### config.mk
export PLATFORM = sky130hd
export DESIGN_NAME = ring_tracker
export DESIGN_NICKNAME = d
export VERILOG_FILES = /design/src/rtl/ring_pkg.sv /design/src/rtl/ring_len_reg.sv /design/src/rtl/ring_pos_ctr.sv /design/src/rtl/ring_tracker.sv
export SDC_FILE = /design/constraint.sdc
export NUM_CORES = 1
export LEC_CHECK = 0
export ABC_CLOCK_PERIOD_IN_PS = 2820
export BUFFER_PORTS_ARGS = -buffer_cell sky130_fd_sc_hd__clkbuf_2
export CORE_ASPECT_RATIO = 0.9
export CORE_UTILIZATION = 45
export CTS_BUF_LIST = sky130_fd_sc_hd__clkbuf_4
export DETAILED_ROUTE_END_ITERATION = 6
export HOLD_SLACK_MARGIN = 0.06
export MAX_ROUTING_LAYER = met4
export PLACE_DENSITY = 0.79
export SKIP_LAST_GASP = 1
export SYNTH_ARGS = -nofsm -noshare
export SYNTH_HDL_FRONTEND = slang
export SYNTH_HIERARCHICAL = 1
export SYNTH_SLANG_ARGS = --single-unit
### constraint.sdc
create_clock -name clk -period 2.82 [get_ports clk]
set_input_delay 0 -clock clk [delete_from_list [all_inputs] [get_ports clk]]
set_output_delay 0 -clock clk [all_outputs]
set_load 0.005 [all_outputs]
### src/rtl/ring_pkg.sv
package ring_pkg;
    parameter int unsigned LEN_W  = 16;
    parameter int unsigned WORD_W = 32;
    localparam int unsigned RSV_W = WORD_W - LEN_W;

    typedef logic [LEN_W-1:0] ring_len_t;

    typedef struct packed {
        ring_len_t left;
        ring_len_t idx;
    } ring_pos_t;

    typedef enum logic [1:0] {
        ACT_HOLD,
        ACT_STEP,
        ACT_WRAP,
        ACT_RESTART
    } ring_act_e;

    function automatic ring_len_t count_to_neg(input ring_len_t n);
        return ~n + ring_len_t'(1);
    endfunction

    function automatic logic is_last(input ring_len_t left);
        return &left;
    endfunction
endpackage

### src/rtl/ring_len_reg.sv
module ring_len_reg
    import ring_pkg::*;
(
    input  logic              clk,
    input  logic              wr_en,
    input  logic [WORD_W-1:0] wr_data,
    input  logic              init_ld,
    input  ring_len_t         init_len,
    output ring_len_t         len_q
);
    ring_len_t len_r;

    always_ff @(posedge clk) begin
        if (wr_en) begin
            len_r <= wr_data[LEN_W-1:0];
        end else if (init_ld) begin
            len_r <= count_to_neg(init_len);
        end
    end

    assign len_q = len_r;
endmodule

### src/rtl/ring_pos_ctr.sv
module ring_pos_ctr
    import ring_pkg::*;
(
    input  logic      clk,
    input  logic      restart,
    input  logic      adv,
    input  ring_len_t len_q,
    output ring_len_t idx,
    output logic      wrap
);
    ring_pos_t pos_q, pos_d;
    ring_act_e act;
    logic      wrap_q;

    always_comb begin
        if (restart) begin
            act = ACT_RESTART;
        end else if (adv) begin
            act = is_last(pos_q.left) ? ACT_WRAP : ACT_STEP;
        end else begin
            act = ACT_HOLD;
        end
    end

    always_comb begin
        pos_d = pos_q;
        unique case (act)
            ACT_RESTART, ACT_WRAP: begin
                pos_d.left = len_q;
                pos_d.idx  = '0;
            end
            ACT_STEP: begin
                pos_d.left = pos_q.left + ring_len_t'(1);
                pos_d.idx  = pos_q.idx + ring_len_t'(1);
            end
            default: pos_d = pos_q;
        endcase
    end

    always_ff @(posedge clk) begin
        pos_q  <= pos_d;
        wrap_q <= (act == ACT_WRAP);
    end

    assign idx  = pos_q.idx;
    assign wrap = wrap_q;
endmodule

### src/rtl/ring_tracker.sv
module ring_tracker
    import ring_pkg::*;
(
    input  logic              clk,
    input  logic              rst,
    input  logic              soft_rst,
    input  logic              stop,
    input  logic              adv,
    input  logic              reg_wr,
    input  logic [WORD_W-1:0] reg_wdata,
    input  logic              init_ld,
    input  logic [LEN_W-1:0]  init_len,
    output logic [LEN_W-1:0]  idx,
    output logic              wrap,
    output logic [WORD_W-1:0] len_rdata
);
    ring_len_t len_q;
    logic      restart;

    assign restart = rst | soft_rst | stop;

    ring_len_reg u_len (
        .clk      (clk),
        .wr_en    (reg_wr),
        .wr_data  (reg_wdata),
        .init_ld  (init_ld),
        .init_len (init_len),
        .len_q    (len_q)
    );

    ring_pos_ctr u_pos (
        .clk     (clk),
        .restart (restart),
        .adv     (adv),
        .len_q   (len_q),
        .idx     (idx),
        .wrap    (wrap)
    );

    generate
        if (RSV_W > 0) begin : g_rsv
            assign len_rdata = {{RSV_W{1'b0}}, len_q};
        end else begin : g_full
            assign len_rdata = len_q;
        end
    endgenerate
endmodule

==> flow_summary.json <==
{
  "reg2reg_slack_ps": 560,
  "worstPathRequired_ps": 2960,
  "drive_gt1_share_pct": 28.2,
  "power_switching_uw": 418,
  "gp_congestion": 0.816,
  "track_usage_pct": 18.1,
  "root_buffer": "clkbuf_4",
  "synth_top_cell_by_area": "edfxtp_1",
  "antenna_found_initial": 0,
  "yosys_register_bits": 49,
  "rsz0062_at_grt": "false",
  "synthTopCellsByArea": "edfxtp_1 (47%), buf_4 (7.8%), xnor2_1 (7.7%)",
  "synth-seq-area-share_pct": 47.4,
  "grt_max_degree": 33,
  "worst_pin_slew_ps": 767,
  "max_slew_margin_pct": 48.8,
  "ant_nets": 0,
  "period_minus_slack_ps": 2260,
  "critPathMaxStageDelay_ps": 630,
  "netlist.area_leader.share_pct": 46.7,
  "period_share_pct": 80.0,
  "cts_buffers": 5,
  "path_buf_inv": 0,
  "vdd_drop_max_uv": 177,
  "die_area_um2": 7190,
  "hold_viol_final": 0,
  "syn2layout_area_growth_pct": 15.9,
  "clockPowerShare_pct": 21.6,
  "final.setup.tns_ps": 0,
  "endpoint": "u_pos/pos_q[23]",
  "power_frac_comb_pct": 16.5,
  "end_kind": "register",
  "wl_per_cell_um": 13.6,
  "ctsResizeCount": 0,
  "io_buffers": 71,
  "r2r.worst_path.cells": 5,
  "final_net_count": 419,
  "cp.arrival_ps": 2390,
  "htreeDepth": 2,
  "path_max_fanout": 14,
  "crit_chain": "ha_1, nand4_1, or4_4, and2_4, mux2_4",
  "drc_errors": 0,
  "rows": 28,
  "grt_pass1_vias": 2141,
  "fill_cells": 595,
  "io-pin-count": 104,
  "holdWs_ps": 78.0,
  "cts_num_sinks": 49,
  "antenna_cells": 0,
  "die_y_um": 80.5,
  "grt_pass1_wl_mm": 9.60,
  "clockBufferDepth": 2,
  "power_frac_seq_pct": 61.9,
  "ys_types": 43,
  "die_w_um": 89.3,
  "crit_start": "u_pos/pos_q[16]",
  "routed_via_density": 5.10,
  "r2r_end": "u_pos/pos_q[23]",
  "clock_latency_ps": 370,
  "firstDrtPassIters": 5,
  "power.density_nw_per_um2": 427,
  "fmax_mhz": 443,
  "synth_area_um2": 3080,
  "cts.clk_slew.worst_paths_ps": 140,
  "vias": 2305,
  "path_delay_family": "simple AND/OR/NAND/NOR gates",
  "syn_area_per_cell_um2": 10.7,
  "status": "complete, no violations",
  "synth-async-reset-ratio_pct": 0,
  "drv_slew": 0,
  "startpoint_type": "register",
  "switching_share_pct": 27.3,
  "synthCells": 287,
  "wirelength_mm": 6.13,
  "p_int_uw": 1110,
  "cts_tree": "yes",
  "hold_class": "in2reg",
  "start_util_pct": 46.8,
  "drtIter0Drc": 116,
  "cp_slowest_cell": "or4_4",
  "reg2reg_from": "u_pos/pos_q[16]",
  "synth_edf_count": 48,
  "hpwl_mm": 4.17,
  "skew_ps": 11.2,
  "crit_cells": 5,
  "regArea_um2": 1460,
  "max-cap-violations": 0,
  "multiInputGateArea_um2": 1360,
  "fin_util_pct": 54.3,
  "yosysWarnings": 6,
  "finalSetupViolCount": 0,
  "critPathKind": "reg2reg",
  "p_leak_uw": 0.00139,
  "design.core.area_um2": 6590,
  "ys.flop_type": "edfxtp_1",
  "grt_overflow": 0
}
-- tightest hold or removal path, stage by stage --
cell	delay, ps
clkbuf_2	110
inv_1	70
o21ai_0	90
-- repair_timing --
item / 4_1_cts / 5_1_grt
buffers inserted: 0 / 0
hold buffers: 19 / 0
hold endpoints to repair: 16 / 0
-- state kept, by name (all words and copies together) (netlist names) --
signal,cells
u_pos/idx,16
u_pos/pos_q,16
u_pos/wrap,1
u_len/len_q,16
-- worst min-delay path by stage --
stage	start	depth (start not counted)	slack [ps]	to
finish	init_len[0]	3	80	u_len/len_q[0]
global route	init_len[14]	3	80	u_len/len_q[14]
CTS	init_len[10]	3	60	u_len/len_q[10]
detailed placement	reg_wdata[5]	3	290	u_len/len_q[5]
global placement	reg_wdata[4]	3	290	u_len/len_q[4]
floorplan	reg_wdata[14]	2	190	u_len/len_q[14]
-- per-layer routing --
layer  GRT usage [%]  share of wire, %  up-vias
li1                -                 -     1139
met1            21.7                43     1055
met2            30.4                50      101
met3            3.70               5.8       10
met4            6.35               1.6        0
met5               -                 0        -
-- power by group through the flow --
stage	registers (uW)	clock network, uW	logic (uW)
finish	945	330	253
detailed placement	963	0	226
CTS	946	337	248
global placement	958	0	221
global route	956	362	282
floorplan	947	0	159
-- cell usage in the layout (no fill, tap or decap), types with 2 or more instances in the layout --
cell,n
a21oi_1,9
and4_1,3
buf_4,2
clkbuf_2,71
clkbuf_4,5
conb_1,16
dlygate4sd3_1,19
edfxtp_1,48
ha_1,3
inv_1,7
mux2_2,6
mux2_4,5
mux2i_1,2
nand2_1,27
nand3_1,13
nand4_1,10
nand4b_1,2
nor2_1,21
nor2b_1,2
nor3_1,4
nor4_1,9
nor4_2,2
o21ai_0,13
o31ai_1,3
or2_2,2
or3_1,2
or4_4,2
xnor2_1,27
xor2_1,11
-- synthesized netlist by cell type, drive strengths merged, types with 4 or more instances --
master  number
a21oi        9
buf         36
clkbuf       4
edfxtp      48
inv          7
mux2        11
nand2       28
nand3       13
nand4       11
nor2        21
nor3         4
nor4        12
o21ai       13
xnor2       27
xor2        11
-- kinds of logic after synthesis --
logic type / share of synthesized area [%]
simple gates: 19.6
other cells: 0.122
fa+ha+maj: 1.22
buf+inv: 10.5
compound gates: 5.07
xor+xnor: 10.8
flops: 47.4
mux: 5.27
-- area by class of cell --
class                   instances  area share, %
flip-flops and latches         49           40.9
multi-input cells             206           37.9
clock inverters                 3          0.595
clock buffers                   5           1.05
inverters                       7          0.735
well taps                      90           3.15
repair buffers                 92           15.7
-- stage by stage --
| stage | setup WS (ps) | instances | area [um^2] | total power (uW) |
|---|---|---|---|---|
| 2_1_floorplan | 500 | 302 | 3140 | 1110 |
| 3_3_place_gp | 615 | 425 | 3330 | 1180 |
| 3_5_place_dp | 581 | 425 | 3330 | 1190 |
| 4_1_cts | 572 | 452 | 3570 | 1530 |
| 5_1_grt | 431 | 452 | 3570 | 1600 |
| 6_report | 565 | 452 | 3570 | 1530 |
No activity file was read; power rests on OpenSTA's default activity.
